==> src/rtl/mab_pkg.sv <==
package mab_pkg;
   typedef enum logic {
      MAB_IDLE  = 1'b0,
      MAB_DRAIN = 1'b1
   } mab_state_e;
endpackage

==> src/rtl/mab_store.sv <==
// Entry array with append, optional merge of duplicate blocks, and sticky overflow.
module mab_store #(
   parameter int DEPTH = 16,
   parameter int BLK_W = 48,
   parameter bit DEDUP = 1'b1,
   localparam int CNT_W = $clog2(DEPTH + 1),
   localparam int IDX_W = $clog2(DEPTH)
) (
   input  logic             clk,
   input  logic             rst_n,
   input  logic             wr_en,
   input  logic [BLK_W-1:0] wr_blk,
   input  logic             clr,
   input  logic             ovf_clr,
   input  logic [IDX_W-1:0] rd_idx,
   output logic [BLK_W-1:0] rd_blk,
   output logic [CNT_W-1:0] count,
   output logic             ovf
);
   logic [BLK_W-1:0] mem [DEPTH];
   logic [DEPTH-1:0] hit;
   logic             any_hit;
   logic             full;
   logic             append;

   generate
      if (DEDUP) begin : g_dedup
         for (genvar i = 0; i < DEPTH; i++) begin : g_cmp
            assign hit[i] = (CNT_W'(i) < count) && (mem[i] == wr_blk);
         end
      end else begin : g_nodedup
         assign hit = '0;
      end
   endgenerate

   assign any_hit = |hit;
   assign full    = (count == CNT_W'(DEPTH));
   assign append  = wr_en && !any_hit && !full;
   assign rd_blk  = mem[rd_idx];

   always_ff @(posedge clk) begin
      if (append) begin
         mem[count[IDX_W-1:0]] <= wr_blk;
      end
   end

   always_ff @(posedge clk) begin
      if (!rst_n) begin
         count <= '0;
         ovf   <= 1'b0;
      end else begin
         if (clr) begin
            count <= '0;
         end else if (append) begin
            count <= count + 1'b1;
         end
         if (ovf_clr) begin
            ovf <= 1'b0;
         end else if (wr_en && !any_hit && full) begin
            ovf <= 1'b1;
         end
      end
   end
endmodule

==> src/rtl/mab_drain.sv <==
// Marshal command acceptance and sequential push of held entries.
module mab_drain
   import mab_pkg::*;
#(
   parameter int DEPTH = 16,
   parameter int CID_W = 6,
   localparam int CNT_W = $clog2(DEPTH + 1),
   localparam int IDX_W = $clog2(DEPTH)
) (
   input  logic             clk,
   input  logic             rst_n,
   input  logic             cmd_valid,
   input  logic [CID_W-1:0] cmd_dest,
   output logic             cmd_ready,
   output logic             cmd_take,
   input  logic [CNT_W-1:0] count,
   output logic             push_valid,
   output logic [CID_W-1:0] push_dest,
   input  logic             push_ready,
   output logic [IDX_W-1:0] rd_idx,
   output logic             buf_clr,
   output logic             done
);
   mab_state_e       state;
   logic [CID_W-1:0] dest_q;
   logic [IDX_W-1:0] idx_q;
   logic             last;
   logic             fire;

   assign cmd_ready  = (state == MAB_IDLE);
   assign cmd_take   = cmd_valid && cmd_ready;
   assign push_valid = (state == MAB_DRAIN);
   assign push_dest  = dest_q;
   assign rd_idx     = idx_q;
   assign last       = ((CNT_W'(idx_q) + CNT_W'(1)) == count);
   assign fire       = push_valid && push_ready;
   assign buf_clr    = fire && last;

   always_ff @(posedge clk) begin
      if (!rst_n) begin
         state  <= MAB_IDLE;
         dest_q <= '0;
         idx_q  <= '0;
         done   <= 1'b0;
      end else begin
         done <= (cmd_take && (count == '0)) || buf_clr;
         case (state)
            MAB_IDLE: begin
               if (cmd_take) begin
                  dest_q <= cmd_dest;
                  idx_q  <= '0;
                  if (count != '0) state <= MAB_DRAIN;
               end
            end
            MAB_DRAIN: begin
               if (fire) begin
                  if (last) state <= MAB_IDLE;
                  else      idx_q <= idx_q + 1'b1;
               end
            end
            default: state <= MAB_IDLE;
         endcase
      end
   end
endmodule

==> src/rtl/marshal_addr_buf.sv <==
module marshal_addr_buf #(
   parameter int DEPTH     = 16,
   parameter int PA_W      = 54,
   parameter int BLK_BYTES = 64,
   parameter int CID_W     = 6,
   parameter bit DEDUP     = 1'b1,
   localparam int OFS_W    = $clog2(BLK_BYTES),
   localparam int BLK_W    = PA_W - OFS_W,
   localparam int CNT_W    = $clog2(DEPTH + 1),
   localparam int IDX_W    = $clog2(DEPTH)
) (
   input  logic             clk,
   input  logic             rst_n,
   input  logic             st_valid,
   input  logic             st_gen,
   input  logic [PA_W-1:0]  st_paddr,
   input  logic             msh_valid,
   input  logic [CID_W-1:0] msh_dest,
   output logic             msh_ready,
   output logic             push_valid,
   output logic [CID_W-1:0] push_dest,
   output logic [BLK_W-1:0] push_blk,
   input  logic             push_ready,
   output logic             done_pulse,
   output logic             ovf_flag
);
   generate
      if (DEPTH < 2) begin : g_bad_depth
         $error("DEPTH must be at least 2");
      end
      if ((1 << OFS_W) != BLK_BYTES) begin : g_bad_blk
         $error("BLK_BYTES must be a power of two");
      end
      if (PA_W <= OFS_W) begin : g_bad_pa
         $error("PA_W must exceed block offset width");
      end
      if (CID_W < 1) begin : g_bad_cid
         $error("CID_W must be at least 1");
      end
   endgenerate

   logic             cmd_take;
   logic             wr_en;
   logic             buf_clr;
   logic [CNT_W-1:0] count;
   logic [IDX_W-1:0] rd_idx;

   // recording is frozen while draining and on the cycle a command is taken
   assign wr_en = st_valid && st_gen && msh_ready && !msh_valid;

   mab_store #(
      .DEPTH (DEPTH),
      .BLK_W (BLK_W),
      .DEDUP (DEDUP)
   ) u_store (
      .clk     (clk),
      .rst_n   (rst_n),
      .wr_en   (wr_en),
      .wr_blk  (st_paddr[PA_W-1:OFS_W]),
      .clr     (buf_clr),
      .ovf_clr (cmd_take),
      .rd_idx  (rd_idx),
      .rd_blk  (push_blk),
      .count   (count),
      .ovf     (ovf_flag)
   );

   mab_drain #(
      .DEPTH (DEPTH),
      .CID_W (CID_W)
   ) u_drain (
      .clk        (clk),
      .rst_n      (rst_n),
      .cmd_valid  (msh_valid),
      .cmd_dest   (msh_dest),
      .cmd_ready  (msh_ready),
      .cmd_take   (cmd_take),
      .count      (count),
      .push_valid (push_valid),
      .push_dest  (push_dest),
      .push_ready (push_ready),
      .rd_idx     (rd_idx),
      .buf_clr    (buf_clr),
      .done       (done_pulse)
   );
endmodule

==> config.mk <==
export PLATFORM = sky130hd
export DESIGN_NAME = marshal_addr_buf
export DESIGN_NICKNAME = d
export VERILOG_FILES = /design/src/rtl/mab_pkg.sv /design/src/rtl/mab_store.sv /design/src/rtl/mab_drain.sv /design/src/rtl/marshal_addr_buf.sv
export SDC_FILE = /design/constraint.sdc
export NUM_CORES = 1
export LEC_CHECK = 0
export BUFFER_PORTS_ARGS = -buffer_cell sky130_fd_sc_hd__buf_2
export CELL_PAD_IN_SITES_DETAIL_PLACEMENT = 0
export CELL_PAD_IN_SITES_GLOBAL_PLACEMENT = 2
export CORE_MARGIN = 2
export CORE_UTILIZATION = 23
export DETAILED_ROUTE_END_ITERATION = 16
export HOLD_SLACK_MARGIN = 0.05
export PLACE_DENSITY_LB_ADDON = 0.1
export SLEW_MARGIN = 20
export SYNTH_ARGS = -nofsm -noshare
export SYNTH_HDL_FRONTEND = slang
export SYNTH_SLANG_ARGS = --single-unit
==> constraint.sdc <==
create_clock -name clk -period 14.1 [get_ports clk]
set_input_delay 4.23 -clock clk [delete_from_list [all_inputs] [get_ports clk]]
set_output_delay 4.23 -clock clk [all_outputs]
set_load 0.005 [all_outputs]
==> results of run 1 <==
-- power by group through the flow --
stage	combinational, W	clock [W]	sequential (W)
after floorplan	0.000202	0	0.00264
after global placement	0.000405	0	0.00264
after detailed placement	0.000403	0	0.00264
after CTS	0.000405	0.00262	0.00259
after global routing	0.000411	0.00270	0.00259
final	0.000396	0.00256	0.00259
-- layout by cell type (no fill, tap or decap), drive strengths merged, types with 4 or more instances in the layout --
cell type / instances
edfxtp: 768
xnor2: 599
mux4: 240
buf: 174
nand4: 166
xor2: 159
clkbuf: 140
nor4: 62
clkinv: 36
nand2: 28
nor3: 25
dfxtp: 22
inv: 21
and3: 17
nand3: 13
a21oi: 10
nor2: 9
a21boi: 9
nor2b: 7
o22ai: 7
nand2b: 6
diode: 5
a2111oi: 5
ha: 5
bufinv: 5
or4: 4
o21ai: 4
o2111ai: 4
-- cells by family after synthesis --
logic type,after synthesis
multiplexers,244
adder cells (fa/ha/maj),5
buffers and inverters,181
flip-flops,790
AND/OR/NAND/NOR,344
AO/OA/AOI/OAI,60
XOR/XNOR,758
-- final cells by class --
type / instances / area share, %
clock buffers: 140 / 6.14
repair buffers: 174 / 2.29
flip-flops and latches: 790 / 51.9
inverters: 18 / 0.149
diodes: 5 / 0.0276
well taps: 2218 / 6.13
multi-input cells: 1411 / 32.5
clock inverters: 47 / 0.835
-- worst max-delay path by stage --
| stage | start | endpoint | slack (ns) |
|---|---|---|---|
| detailed placement | st_paddr[24] | u_store.mem[3][3] | 4.13 |
| finish | st_paddr[24] | u_store.mem[3][3] | 4.52 |
| floorplan | st_paddr[40] | u_store.mem[15][0] | 4.55 |
| global placement | st_paddr[24] | u_store.mem[3][3] | 4.11 |
| global route | st_paddr[24] | u_store.mem[3][7] | 4.84 |
| CTS | st_paddr[24] | u_store.mem[3][7] | 4.93 |
-- Yosys cell counts, types with 3 or more instances --
cell,instances
edfxtp_1,768
a2111oi_0,5
buf_1,15
o31ai_1,3
clkbuf_1,43
o2111ai_1,3
buf_2,6
buf_8,3
nand4_1,166
mux2i_1,3
and3_1,17
a22o_1,3
nand2b_1,6
inv_1,18
nor2_1,9
o22ai_1,7
or4_1,4
and2_1,3
xnor2_1,599
nor3_1,23
a21oi_1,10
buf_4,47
mux4_2,240
nand3_1,13
buf_6,49
nor4_1,62
xor2_1,159
ha_1,5
nor2b_1,7
o21ai_0,4
dfxtp_1,22
nand2_1,28
a21boi_0,9
-- stage by stage --
step / hold WS [ns] / instance area [sq um] / setup WS [ns] / std cells
3_3_place_gp: 0.448 / 42100 / 4.11 / 4611
3_5_place_dp: 0.459 / 42100 / 4.13 / 4611
5_1_grt: 0.483 / 45300 / 4.84 / 4798
2_1_floorplan: 0.460 / 39400 / 4.55 / 2382
6_report: 0.464 / 45300 / 4.52 / 4803
4_1_cts: 0.469 / 45300 / 4.93 / 4798
-- sequential cells by signal, indices dropped and copies added, names as in the netlist, named ones only --
signal	flops
u_store.mem	768
u_drain.push_dest	6
u_store.count	5
u_drain.rd_idx	4
u_drain.done	1
u_drain.push_valid	1
u_store.ovf	1
-- layer usage --
layer	share of wire (%)	GRT usage, %	wire, um	vias up
li1	-	-	-	9485
met1	44	29.1	83600	12700
met2	49	36.5	93900	765
met3	4.2	2.58	8120	176
met4	3.1	6.27	5920	4
met5	0.014	0	27	-
-- worst max-delay path, delay by kind of cell --
family	cells	cell delay [ns]
simple gates	6	3.05
xor+xnor	1	0.98
buf+inv	2	0.74
compound gates	1	0.77
==> impl_metrics.ini, run 1 <==
[worst_setup_path]
r2r_slack_ns = 7.89
path_class = primary input to flop
cpPeakStageDelay_ns = 0.98
crit_path_top_delay_cell = xnor2_1
reg2regPathDepth = 8
worstPathMaxFanout = 35
required_ns = 14.46
end_kind = flop
startpoint_type = primary input
crit_top_cell = nand4_1
arrival_ns = 9.94
reg2reg_from = u_store.count[2]
cp_cell_sequence = buf_2, xnor2_1, nand4_1, nor4_1, nand4_1, o31ai_1, or4_1, nor2_1, and3_4, buf_4
rr_endpoint = u_store.mem[3][3]

[yosys]
synth-seq-area-share_pct = 59.7
avgSynthCellArea_sq_um = 16.5
synthAdderAreaFrac_pct = 0.159
async_flop_share_pct = 0
syn_nets = 2453
synthMuxAreaShare_pct = 13.8
synth-simple-area-share_pct = 5.15
synth_top_area_share_pct = 58.6
synth_compound_area_share_pct = 1.12
yosys.area.top_type = edfxtp_1
synthFlopType = edfxtp_1
synth_xor_area_share_pct = 16.9
syn-cell-area_sq_um = 39400
synthCells = 2382
ys_seq_elements = 790
synth_top_family_by_area = XOR/XNOR gates
synth_warnings = 0
synth_edf_count = 768
synth_cell_type_count = 50
synth_area_leaders = edfxtp_1, mux4_2, xnor2_1

[worst_hold_path]
hp-start = u_drain.push_dest[1]
whs_path_depth = 2
hold_end = u_drain.push_dest[1]
min_path_type = flop to flop

[grt]
grt.total_usage_pct = 21.6
grt_pass1_wl_um = 246000
antenna_found_initial = 25
grt_pass1_vias = 23900
overflow = 0
grt_max_degree = 104

[clocking]
cts_num_sinks = 790
cts_setup_buffers = 0
cts_buffers = 101
post_cts_resized = 0
cts_tree = yes
cts_buffer_depth = 3
clk_latency_ns = 0.73
clkTransAtPathRegs_ns = 0.05
root_buffer = clkbuf_16
h-tree-depth = 3
cts_hold_buf = 0

[floorplanning]
io_pins = 124
core_sq_um = 170000
die_w_um = 418
rows = 151
dieArea_sq_um = 175000
chipHeight_um = 418
initial_core_util_pct = 23.2

[placement]
portBuffers = 117
hpwlAfterDp_um = 142000
place.gp.congestion = 0.881

[timing]
finalMaxSlewViolations = 0
finalSetupTns_ns = 0
finalHoldViolations = 0
final.min_clock_period_ns = 9.58
setup_viol = 0
tightest_slew_ns = 1.20
finClkSkew_ns = 0.0319
finalCritPeriodShare_pct = 67.9
clock.fmax_ghz = 0.104
slew_headroom_pct = 19.9
rsz0062_at_grt = false

[routing]
avgViaCountPerCell = 4.82
wl_per_cell_um = 39.9
drc = 0
drt-pass1-iter-count = 5
drt_wl_total_um = 192000
postRouteAntennaNets = 0
drt_iter0_drc = 2505
num_vias = 23100

[finish]
multi_input_area_sq_um = 14700
fillers = 17200
final_nets = 2567
drive_gt1_share_pct = 22.4
fin_util_pct = 26.7
register_area_sq_um = 23500
areaGrowthSynthToFinish_pct = 15.0

[power]
pwr-share-clk_pct = 46.1
p_switching_w = 0.00138
cellPowerDensity_nw_per_um2 = 122
sw_frac_of_total_pct = 25.0
seqPwrFrac_pct = 46.7
total_power_w = 0.00554
combPwrFrac_pct = 7.1
p_int_w = 0.00416
p_leak_nw = 13.1
peakVddDrop_mv = 0.0894

[job]
maxCapViolCount = 0

[status]
status = finished, final reports clean
Power figures use the tool's default switching activity.
==> run 2, diff against run 1 <==
==> constraint.sdc (replaced) <==
create_clock -name clk -period 8.1 [get_ports clk]
set_input_delay 2.43 -clock clk [delete_from_list [all_inputs] [get_ports clk]]
set_output_delay 2.43 -clock clk [all_outputs]
set_load 0.005 [all_outputs]
==> impl_metrics.ini, run 2 (synthesis results as in run 1) <==
[timing]
finalSetupTns_ns = 0
rsz0062_at_grt = false
clock.fmax_ghz = 0.159
finalMaxSlewViolations = 0
finalCritPeriodShare_pct = 77.6
setup_viol = 0
tightest_slew_ns = 1.05
slew_headroom_pct = 30.2
finalHoldViolations = 0
final.min_clock_period_ns = 6.29
finClkSkew_ns = 0.0418

[worst_setup_path]
crit_path_top_delay_cell = or4_1
startpoint = st_paddr[31]
startpoint_type = primary input
critPathTopFamily = simple AND/OR/NAND/NOR gates
rr_endpoint = u_store.mem[15][32]
r2r_slack_ns = 3.35
path_class = primary input to flop
worst-path-buf-inv = 3
crit_cells = 10
worstPathMaxFanout = 48
critPathCapture = u_store.mem[15][32]
required_ns = 8.43
arrival_ns = 6.61
cp_cell_sequence = buf_2, buf_4, xnor2_1, nand4_1, nor4_1, nand4_1, o311ai_1, or4_1, nor3_2, buf_4
cpPeakStageDelay_ns = 0.86
reg2reg_from = u_store.count[2]
end_kind = flop
reg2regPathDepth = 8

[finish]
fillers = 17200
register_area_sq_um = 23500
final_nets = 2616
instances_no_fill = 4857
areaGrowthSynthToFinish_pct = 16.7
final_area_sq_um = 46000
layout_common_cells = edfxtp_1, xnor2_1, mux4_2
largest_register_ffs = 768
final_common_cell = edfxtp_1
multi_input_area_sq_um = 14700
drive_gt1_share_pct = 23.9

[placement]
portBuffers = 117
dp.cells = 4662
place.gp.congestion = 0.891
dpl_cell_area_sq_um = 42800
hpwlAfterDp_um = 141000

[floorplanning]
dieArea_sq_um = 175000
core_sq_um = 170000
io_pins = 124
initial_core_util_pct = 23.2
chipHeight_um = 418
die_w_um = 418
rows = 151

[job]
maxCapViolCount = 0

[routing]
avgViaCountPerCell = 4.73
wl_per_cell_um = 38.2
drt_iter0_drc = 2149
drt_wl_total_um = 186000
drc = 0
drt-pass1-iter-count = 6
num_vias = 23000
postRouteAntennaNets = 0

[grt]
grt_pass1_vias = 23900
grt_max_degree = 87
overflow = 0
antenna_found_initial = 32
grt.total_usage_pct = 21.0
grt_pass1_wl_um = 240000

[clocking]
h-tree-depth = 3
root_buffer = clkbuf_16
cts_tree = yes
cts_buffer_depth = 3
cts_setup_buffers = 0
clkTransAtPathRegs_ns = 0.06
clk_latency_ns = 0.73
post_cts_resized = 0
cts_buffers = 99
cts_hold_buf = 0
cts_num_sinks = 790

[power]
p_leak_nw = 13.4
cellPowerDensity_nw_per_um2 = 209
total_power_w = 0.00962
peakVddDrop_mv = 0.178

[worst_hold_path]
min_path_type = flop to flop
hp-start = u_drain.push_dest[0]

[status]
status = finished, final reports clean
-- run 2: routing by layer --
layer / part of all wire [%] / global-route usage (%)
met2: 51 / 37.0
met5: 0 / 0
met4: 2.3 / 4.75
met1: 43 / 27.4
met3: 4.3 / 2.42
-- run 2: final cells by class --
class,instances,share of cell area (%)
Inverter,18,0.147
Tap cell,2218,6.04
Timing Repair Buffer,225,3.75
Sequential cell,790,51.2
Clock inverter,64,1.07
Antenna cell,8,0.0435
Multi-Input combinational cell,1411,32.0
Clock buffer,123,5.81
-- run 2: worst min-delay path by stage --
stage / end / slack (ns) / depth (start not counted)
CTS: u_drain.push_dest[0] / 0.46 / 2
global route: u_drain.push_dest[0] / 0.50 / 2
floorplan: u_drain.push_dest[3] / 0.46 / 2
global placement: u_drain.push_dest[1] / 0.45 / 2
finish: u_drain.push_dest[0] / 0.46 / 2
detailed placement: u_drain.push_dest[0] / 0.46 / 2
-- run 2: worst register-to-register path, stage by stage, from the launching register on --
cell,delay (ns)
dfxtp_1,0.31
buf_4,0.34
and2_1,0.76
a2111oi_0,0.27
nand4_1,0.20
nand4_1,0.14
or4_1,0.86
nor3_2,0.56
buf_4,0.84
-- run 2: per-stage QoR --
step                      hold WS, ns  utilization (%)  setup slack (ns)
after floorplan                 0.460                -             0.345
after detailed placement        0.456             25.2              1.17
after CTS                       0.464             27.1              1.68
after global routing            0.500             27.1              1.63
after global placement          0.448             25.2              1.15
final                           0.459             27.1              1.81
-- run 2: where the power goes --
group / leakage, nW / internal (W) / switching, W
combinational: 4.76 / 0.000209 / 0.000489
sequential: 7.09 / 0.00449 / 0.0000117
clock: 1.55 / 0.00255 / 0.00187
